$ cat src/rtl/osrx_pkg.sv
package osrx_pkg;

  typedef enum logic [2:0] {
    ST_HUNT_STOP,
    ST_WAIT_START,
    ST_QUAL_START,
    ST_DATA,
    ST_STOP
  } rxState_t;

  typedef struct packed {
    logic cntClr;
    logic cntStart;
    logic cntRun;
    logic shiftEn;
    logic capture;
    logic huntClr;
    logic huntInc;
  } rxCtl_t;

endpackage

$ cat src/rtl/osrx_datapath.sv
module osrx_datapath
  import osrx_pkg::*;
#(
  parameter int OVS         = 5,
  parameter int START_BITS  = 4,
  parameter int DATA_BITS   = 10,
  parameter int STOP_BITS   = 2,
  localparam int FRAME_BITS = START_BITS + DATA_BITS + STOP_BITS,
  localparam int PHASE_W    = $clog2(OVS),
  localparam int BIT_W      = $clog2(FRAME_BITS + 1),
  localparam int STOP_QUAL  = (3 * OVS + 1) / 2,
  localparam int HUNT_W     = $clog2(STOP_QUAL + 1)
) (
  input  logic                 clk,
  input  logic                 rst,
  input  logic                 rxIn,
  input  rxCtl_t               ctl,
  output logic                 rxS,
  output logic [PHASE_W-1:0]   phaseCnt,
  output logic [BIT_W-1:0]     bitCnt,
  output logic                 huntDone,
  output logic [DATA_BITS-1:0] dataOut,
  output logic                 dataValid,
  output logic                 stopErr
);

  logic                 rxMeta;
  logic [HUNT_W-1:0]    huntCnt;
  logic [DATA_BITS-1:0] shiftReg;

  localparam logic [PHASE_W-1:0] PHASE_LAST = PHASE_W'(OVS - 1);

  // two-flop synchronizer, idle high
  always_ff @(posedge clk) begin
    if (rst) begin
      rxMeta <= 1'b1;
      rxS    <= 1'b1;
    end else begin
      rxMeta <= rxIn;
      rxS    <= rxMeta;
    end
  end

  // consecutive high-tick counter for stop qualification
  always_ff @(posedge clk) begin
    if (rst || ctl.huntClr)
      huntCnt <= '0;
    else if (ctl.huntInc)
      huntCnt <= huntCnt + 1'b1;
  end

  assign huntDone = (huntCnt >= HUNT_W'(STOP_QUAL - 1));

  // divide-by-OVS phase counter and frame bit counter
  always_ff @(posedge clk) begin
    if (rst || ctl.cntClr) begin
      phaseCnt <= '0;
      bitCnt   <= '0;
    end else if (ctl.cntStart) begin
      phaseCnt <= PHASE_W'(1);
      bitCnt   <= '0;
    end else if (ctl.cntRun) begin
      phaseCnt <= (phaseCnt == PHASE_LAST) ? '0 : phaseCnt + 1'b1;
      if (phaseCnt == PHASE_W'(OVS / 2))
        bitCnt <= bitCnt + 1'b1;
    end
  end

  // data shift register, first bit ends in MSB
  always_ff @(posedge clk) begin
    if (rst)
      shiftReg <= '0;
    else if (ctl.shiftEn)
      shiftReg <= {shiftReg[DATA_BITS-2:0], rxS};
  end

  // output word, flag and strobe
  always_ff @(posedge clk) begin
    if (rst) begin
      dataOut   <= '0;
      stopErr   <= 1'b0;
      dataValid <= 1'b0;
    end else begin
      dataValid <= ctl.capture;
      if (ctl.capture) begin
        dataOut <= shiftReg;
        stopErr <= ~rxS;
      end
    end
  end

endmodule

$ cat src/rtl/osrx_ctrl.sv
module osrx_ctrl
  import osrx_pkg::*;
#(
  parameter int OVS         = 5,
  parameter int START_BITS  = 4,
  parameter int DATA_BITS   = 10,
  parameter int STOP_BITS   = 2,
  localparam int FRAME_BITS = START_BITS + DATA_BITS + STOP_BITS,
  localparam int PHASE_W    = $clog2(OVS),
  localparam int BIT_W      = $clog2(FRAME_BITS + 1)
) (
  input  logic               clk,
  input  logic               rst,
  input  logic               tickEn,
  input  logic               rxS,
  input  logic [PHASE_W-1:0] phaseCnt,
  input  logic [BIT_W-1:0]   bitCnt,
  input  logic               huntDone,
  output rxCtl_t             ctl,
  output rxState_t           state
);

  localparam logic [BIT_W-1:0]   LAST_START = BIT_W'(START_BITS - 1);
  localparam logic [BIT_W-1:0]   LAST_DATA  = BIT_W'(START_BITS + DATA_BITS - 1);
  localparam logic [BIT_W-1:0]   LAST_STOP  = BIT_W'(FRAME_BITS - 1);
  localparam logic [PHASE_W-1:0] SAMPLE_PH  = PHASE_W'(OVS / 2);

  rxState_t nextState;
  logic     sampleNow;

  assign sampleNow = tickEn && (phaseCnt == SAMPLE_PH);

  always_ff @(posedge clk) begin
    if (rst) state <= ST_HUNT_STOP;
    else     state <= nextState;
  end

  always_comb begin
    ctl       = '0;
    nextState = state;
    case (state)
      ST_HUNT_STOP: begin
        ctl.cntClr = 1'b1;
        if (tickEn) begin
          if (!rxS) begin
            ctl.huntClr = 1'b1;
          end else if (huntDone) begin
            ctl.huntClr = 1'b1;
            nextState   = ST_WAIT_START;
          end else begin
            ctl.huntInc = 1'b1;
          end
        end
      end
      ST_WAIT_START: begin
        ctl.huntClr = 1'b1;
        if (tickEn && !rxS) begin
          ctl.cntStart = 1'b1;
          nextState    = ST_QUAL_START;
        end else begin
          ctl.cntClr = 1'b1;
        end
      end
      ST_QUAL_START: begin
        ctl.huntClr = 1'b1;
        if (tickEn) begin
          if (rxS) begin
            ctl.cntClr = 1'b1;
            nextState  = ST_HUNT_STOP;
          end else begin
            ctl.cntRun = 1'b1;
            if (sampleNow && bitCnt == LAST_START)
              nextState = ST_DATA;
          end
        end
      end
      ST_DATA: begin
        ctl.huntClr = 1'b1;
        if (tickEn) begin
          ctl.cntRun = 1'b1;
          if (sampleNow) begin
            ctl.shiftEn = 1'b1;
            if (bitCnt == LAST_DATA)
              nextState = ST_STOP;
          end
        end
      end
      ST_STOP: begin
        ctl.huntClr = 1'b1;
        if (sampleNow && bitCnt == LAST_STOP) begin
          ctl.capture = 1'b1;
          ctl.cntClr  = 1'b1;
          nextState   = rxS ? ST_WAIT_START : ST_HUNT_STOP;
        end else if (tickEn) begin
          ctl.cntRun = 1'b1;
        end
      end
      default: begin
        ctl.cntClr  = 1'b1;
        ctl.huntClr = 1'b1;
        nextState   = ST_HUNT_STOP;
      end
    endcase
  end

endmodule

$ cat src/rtl/osrx_frame_rx.sv
module osrx_frame_rx
  import osrx_pkg::*;
#(
  parameter int OVS        = 5,
  parameter int START_BITS = 4,
  parameter int DATA_BITS  = 10,
  parameter int STOP_BITS  = 2,
  localparam int FRAME_BITS = START_BITS + DATA_BITS + STOP_BITS,
  localparam int PHASE_W    = $clog2(OVS),
  localparam int BIT_W      = $clog2(FRAME_BITS + 1)
) (
  input  logic                 clk,
  input  logic                 rst,
  input  logic                 tickEn,
  input  logic                 rxIn,
  output logic [DATA_BITS-1:0] dataOut,
  output logic                 dataValid,
  output logic                 stopErr
);

  rxCtl_t             ctl;
  rxState_t           ctrlState;
  logic               rxSync;
  logic [PHASE_W-1:0] phaseCnt;
  logic [BIT_W-1:0]   bitCnt;
  logic               huntDone;

  osrx_ctrl #(
    .OVS(OVS), .START_BITS(START_BITS), .DATA_BITS(DATA_BITS), .STOP_BITS(STOP_BITS)
  ) u_ctrl (
    .clk      (clk),
    .rst      (rst),
    .tickEn   (tickEn),
    .rxS      (rxSync),
    .phaseCnt (phaseCnt),
    .bitCnt   (bitCnt),
    .huntDone (huntDone),
    .ctl      (ctl),
    .state    (ctrlState)
  );

  osrx_datapath #(
    .OVS(OVS), .START_BITS(START_BITS), .DATA_BITS(DATA_BITS), .STOP_BITS(STOP_BITS)
  ) u_dp (
    .clk       (clk),
    .rst       (rst),
    .rxIn      (rxIn),
    .ctl       (ctl),
    .rxS       (rxSync),
    .phaseCnt  (phaseCnt),
    .bitCnt    (bitCnt),
    .huntDone  (huntDone),
    .dataOut   (dataOut),
    .dataValid (dataValid),
    .stopErr   (stopErr)
  );

endmodule

$ cat config.mk
export PLATFORM = sky130hd
export DESIGN_NAME = osrx_frame_rx
export DESIGN_NICKNAME = d
export VERILOG_FILES = /design/src/rtl/osrx_pkg.sv /design/src/rtl/osrx_datapath.sv /design/src/rtl/osrx_ctrl.sv /design/src/rtl/osrx_frame_rx.sv
export SDC_FILE = /design/constraint.sdc
export NUM_CORES = 1
export LEC_CHECK = 0
export ABC_AREA = 1
export CAP_MARGIN = 0
export CORE_MARGIN = 3
export CORE_UTILIZATION = 55
export DETAILED_ROUTE_END_ITERATION = 8
export MAX_ROUTING_LAYER = met4
export PLACE_DENSITY_LB_ADDON = 0.2
export SETUP_SLACK_MARGIN = 0.05
export SLEW_MARGIN = 5
export SYNTH_ARGS = -nofsm -noshare
export SYNTH_HDL_FRONTEND = slang
export SYNTH_SLANG_ARGS = --single-unit
$ cat constraint.sdc
create_clock -name clk -period 1.8 [get_ports clk]
set_input_delay 0.36 -clock clk [delete_from_list [all_inputs] [get_ports clk]]
set_output_delay 0.36 -clock clk [all_outputs]
set_load 0.02 [all_outputs]
==> results.sh <==
export IMPL_placeableCoreArea_mm2=0.00320
export IMPL_fill_cells=285
export IMPL_ff_latch_area_um2=781
export IMPL_dieWidth_um=65.3
export IMPL_pin_count=16
export IMPL_synth_async_reset_ratio_pct=0
export IMPL_layout_cell_area_non_filler_mm2=0.00227
export IMPL_route_antenna_remaining_nets=0
export IMPL_crit_path_max_delay_family="buffers and inverters"
export IMPL_cts_buffers=5
export IMPL_grt_max_degree=21
export IMPL_critPathKind="register to primary output"
export IMPL_netlist_top_cells_area="sky130_fd_sc_hd__dfxtp_1, sky130_fd_sc_hd__nor2_1, sky130_fd_sc_hd__nand2_1"
export IMPL_critical_path_startpoint_category="register"
export IMPL_tightest_slew_ns=0.368
export IMPL_nNetsFinal=310
export IMPL_cts_num_sinks=39
export IMPL_mappedNetlistArea_mm2=0.00194
export IMPL_min_delay_path_depth=1
export IMPL_synth_most_common_cell="sky130_fd_sc_hd__nor2_1"
export IMPL_die_ar_mm2=0.00427
export IMPL_worstPathBufferInverterCount=1
export IMPL_initial_utilization_pct=60.4
export IMPL_seq_area_frac_synth_pct=40.3
export IMPL_synthCells=271
export IMPL_power_static_leakage_uw=0.00109
export IMPL_max_freq_ghz=0.600
export IMPL_critical_path_cell_chain="clkdlybuf4s50_1"
export IMPL_vias=1690
export IMPL_timing_critical_path_required_ns=1.44
export IMPL_min_hold_slack_ns=0.417
export IMPL_place_area_mm2=0.00220
export IMPL_post_route_drc_count=0
export IMPL_synth_ff_type="sky130_fd_sc_hd__dfxtp_1"
export IMPL_finalHoldViolations=0
export IMPL_final_min_period_over_clock_period_pct=92.6
export IMPL_grt_usage_pct=20.1
export IMPL_tritoncts="built"
export IMPL_clockBufferDepth=2
export IMPL_cts_hold_buffers_added=0
export IMPL_synth_largest_area_cell="sky130_fd_sc_hd__dfxtp_1"
export IMPL_critical_path_reg2reg_startpoint="u_dp.bitCnt[1]$_SDFFE_PP0P_"
export IMPL_first_global_vias=1527
export IMPL_core_rowCount=20
export IMPL_syn_mean_instance_area_um2=7.14
export IMPL_crit_fanout=2
export IMPL_firstDrtPassIters=4
export IMPL_timing_reg2reg_setup_slack_ns=0.15
export IMPL_hp_class="register to register"
export IMPL_drv_slew=0
export IMPL_fin_skew_ns=0.00806
export IMPL_hold_path_endpoint="u_dp.rxS$_SDFF_PP1_"
export IMPL_finalWeightedCongestion=0.878
export IMPL_cp_arrival_ns=1.31
export IMPL_timing_max_cap_violations=0
export IMPL_slew_limit_headroom_pct=75.4
export IMPL_die_height_um=65.3
export IMPL_worstSkewPairLatency_ns=0.34
export IMPL_antennaDiodeCount=0
export IMPL_final_core_utilization_pct=71.0
export IMPL_wl_per_cell_um=10.7
export IMPL_cts_htree_levels=2
export IMPL_detail_route_wirelength_mm=3.70
export IMPL_layout_cells_sized_above_1_pct=18.0
export IMPL_synth_seq_cells=39
export IMPL_synth_top_area_share_pct=40.3
export IMPL_period_needed_ns=1.67
export IMPL_syn2layout_area_growth_pct=17.5
export IMPL_totalPowerFinal_uw=1840
export IMPL_ys_top_cells_by_count="sky130_fd_sc_hd__nor2_1, sky130_fd_sc_hd__dfxtp_1, sky130_fd_sc_hd__nand2_1"
export IMPL_critical_path_max_stage_delay_ns=0.61
export IMPL_powerDensity_mw_per_mm2=811
export IMPL_synth_edf_count=0
export IMPL_place_port_buffers=15
export IMPL_holdCritStartpoint="u_dp.rxMeta$_SDFF_PP1_"
export IMPL_grt_overflow=0
export IMPL_rsz0062_at_grt="no"
export IMPL_outcome="completed"
export IMPL_worst_r2r_endpoint="u_dp.phaseCnt[1]$_SDFFE_PP0P_"
export IMPL_drt_iter0_drc=79
export IMPL_r2r_cells=9
export IMPL_first_pass_grt_wire_length_mm=6.60
export IMPL_report_final_setup_viol=0
export IMPL_crit_slowest_cell="sky130_fd_sc_hd__clkdlybuf4s50_1"
export IMPL_path_clk_slew_ns=0.11
export IMPL_yosys_cell_types_count=30
export IMPL_post_cts_repair_setup_buffers=0
export IMPL_final_setup_tns_ns=0
export IMPL_cts_root_buffer_cell="sky130_fd_sc_hd__clkbuf_4"
export IMPL_cp_end_kind="primary output"
export IMPL_post_dp_hpwl_mm=2.76
export IMPL_cts_repair_resize_count=0
export IMPL_synth_nets=282
export IMPL_multi_input_area_um2=986
export IMPL_ir_worst_vdd_mv=0.573
export IMPL_number_of_antenna_violations_at_the_first_check_in_global_routing=0
export IMPL_post_drt_via_cell_ratio=4.91
export IMPL_synth_warning_count=0
worst reg2reg max path, delay by kind of cell (launching register included):
family	cells	cell delay, ns
compound gates	1	0.17
fa+ha+maj	2	0.40
flops	1	0.35
simple gates	6	0.64
routing by layer:
metal | part of all wire [%] | vias to the layer above | GRT usage [%]
met5 | 0 | - | -
li1 | - | 908 | -
met2 | 44 | 31 | 30.6
met3 | 4.7 | 4 | 4.79
met1 | 51 | 747 | 26.8
met4 | 0.95 | 0 | 5.70
worst max path at each step:
stage | start | cells past startpoint | slack [ns] | endpoint
6_report | u_dp.dataOut[1]$_SDFFE_PP0P_ | 1 | 0.13 | dataOut[1]
5_1_grt | u_dp.bitCnt[1]$_SDFFE_PP0P_ | 10 | 0.03 | u_dp.phaseCnt[1]$_SDFFE_PP0P_
4_1_cts | u_dp.bitCnt[0]$_SDFFE_PP0P_ | 10 | 0.1 | u_dp.bitCnt[0]$_SDFFE_PP0P_
3_5_place_dp | tickEn | 11 | -0.08 | u_dp.bitCnt[0]$_SDFFE_PP0P_
3_3_place_gp | tickEn | 11 | -0.03 | u_dp.bitCnt[0]$_SDFFE_PP0P_
2_1_floorplan | u_dp.bitCnt[0]$_SDFFE_PP0P_ | 10 | 0.24 | u_dp.phaseCnt[1]$_SDFFE_PP0P_
cells in the final DEF (no fill, tap or decap):
cell type                         instances
sky130_fd_sc_hd__nor3_1                   2
sky130_fd_sc_hd__nand2_2                  5
sky130_fd_sc_hd__o21ai_0                 24
sky130_fd_sc_hd__nand3_1                 11
sky130_fd_sc_hd__nor2_1                  61
sky130_fd_sc_hd__clkinv_2                 1
sky130_fd_sc_hd__clkbuf_4                 5
sky130_fd_sc_hd__clkdlybuf4s50_1         15
sky130_fd_sc_hd__buf_6                    1
sky130_fd_sc_hd__and3_1                   1
sky130_fd_sc_hd__nand3b_1                 1
sky130_fd_sc_hd__clkbuf_1                 1
sky130_fd_sc_hd__buf_4                   10
sky130_fd_sc_hd__xor2_1                   2
sky130_fd_sc_hd__nand2_1                 37
sky130_fd_sc_hd__nand3_2                  1
sky130_fd_sc_hd__nor2_4                   3
sky130_fd_sc_hd__a21oi_2                  3
sky130_fd_sc_hd__nand4_1                  5
sky130_fd_sc_hd__dfxtp_1                 39
sky130_fd_sc_hd__o2111ai_1                1
sky130_fd_sc_hd__clkinvlp_4               1
sky130_fd_sc_hd__o21ai_1                  1
sky130_fd_sc_hd__inv_2                    8
sky130_fd_sc_hd__nor3_2                   1
sky130_fd_sc_hd__ha_1                     6
sky130_fd_sc_hd__a21oi_1                  8
sky130_fd_sc_hd__buf_12                   1
sky130_fd_sc_hd__nand2_4                  1
sky130_fd_sc_hd__a21boi_0                 1
sky130_fd_sc_hd__nor2_2                   8
sky130_fd_sc_hd__or2_2                    2
sky130_fd_sc_hd__a21oi_4                  1
sky130_fd_sc_hd__nand3_4                  1
sky130_fd_sc_hd__inv_1                   30
sky130_fd_sc_hd__ha_2                     1
stage by stage:
step | std cells | setup WS (ns)
2_1_floorplan | 271 | 0.236
3_3_place_gp | 336 | -0.0281
3_5_place_dp | 336 | -0.0815
4_1_cts | 344 | 0.0973
5_1_grt | 344 | 0.0294
6_report | 344 | 0.133
layout make-up:
class / instances / area share, %
well taps: 44 / 2.42
clock inverters: 2 / 0.550
repair buffers: 27 / 11.3
multi-input cells: 188 / 43.3
clock buffers: 6 / 1.82
flip-flops and latches: 39 / 34.3
inverters: 38 / 6.27
cell families after synthesis:
logic type,after synthesis,synth area share (%)
fa+ha+maj,7,4.52
flops,39,40.3
compound gates,39,11.6
buf+inv,44,9.50
simple gates,140,33.2
xor+xnor,2,0.905
registers in the layout, indices dropped and copies added, names as in the netlist, 3 cells and up:
name,flops
u_dp.huntCnt,4
u_ctrl.state,3
u_dp.dataOut,10
u_dp.bitCnt,5
u_dp.shiftReg,10
u_dp.phaseCnt,3
power breakdown:
part           total (uW)  internal [uW]  switching, uW
registers             935            893           41.6
logic                 480            165            315
clock network         429            151            278
Power figures use the tool's default switching activity.
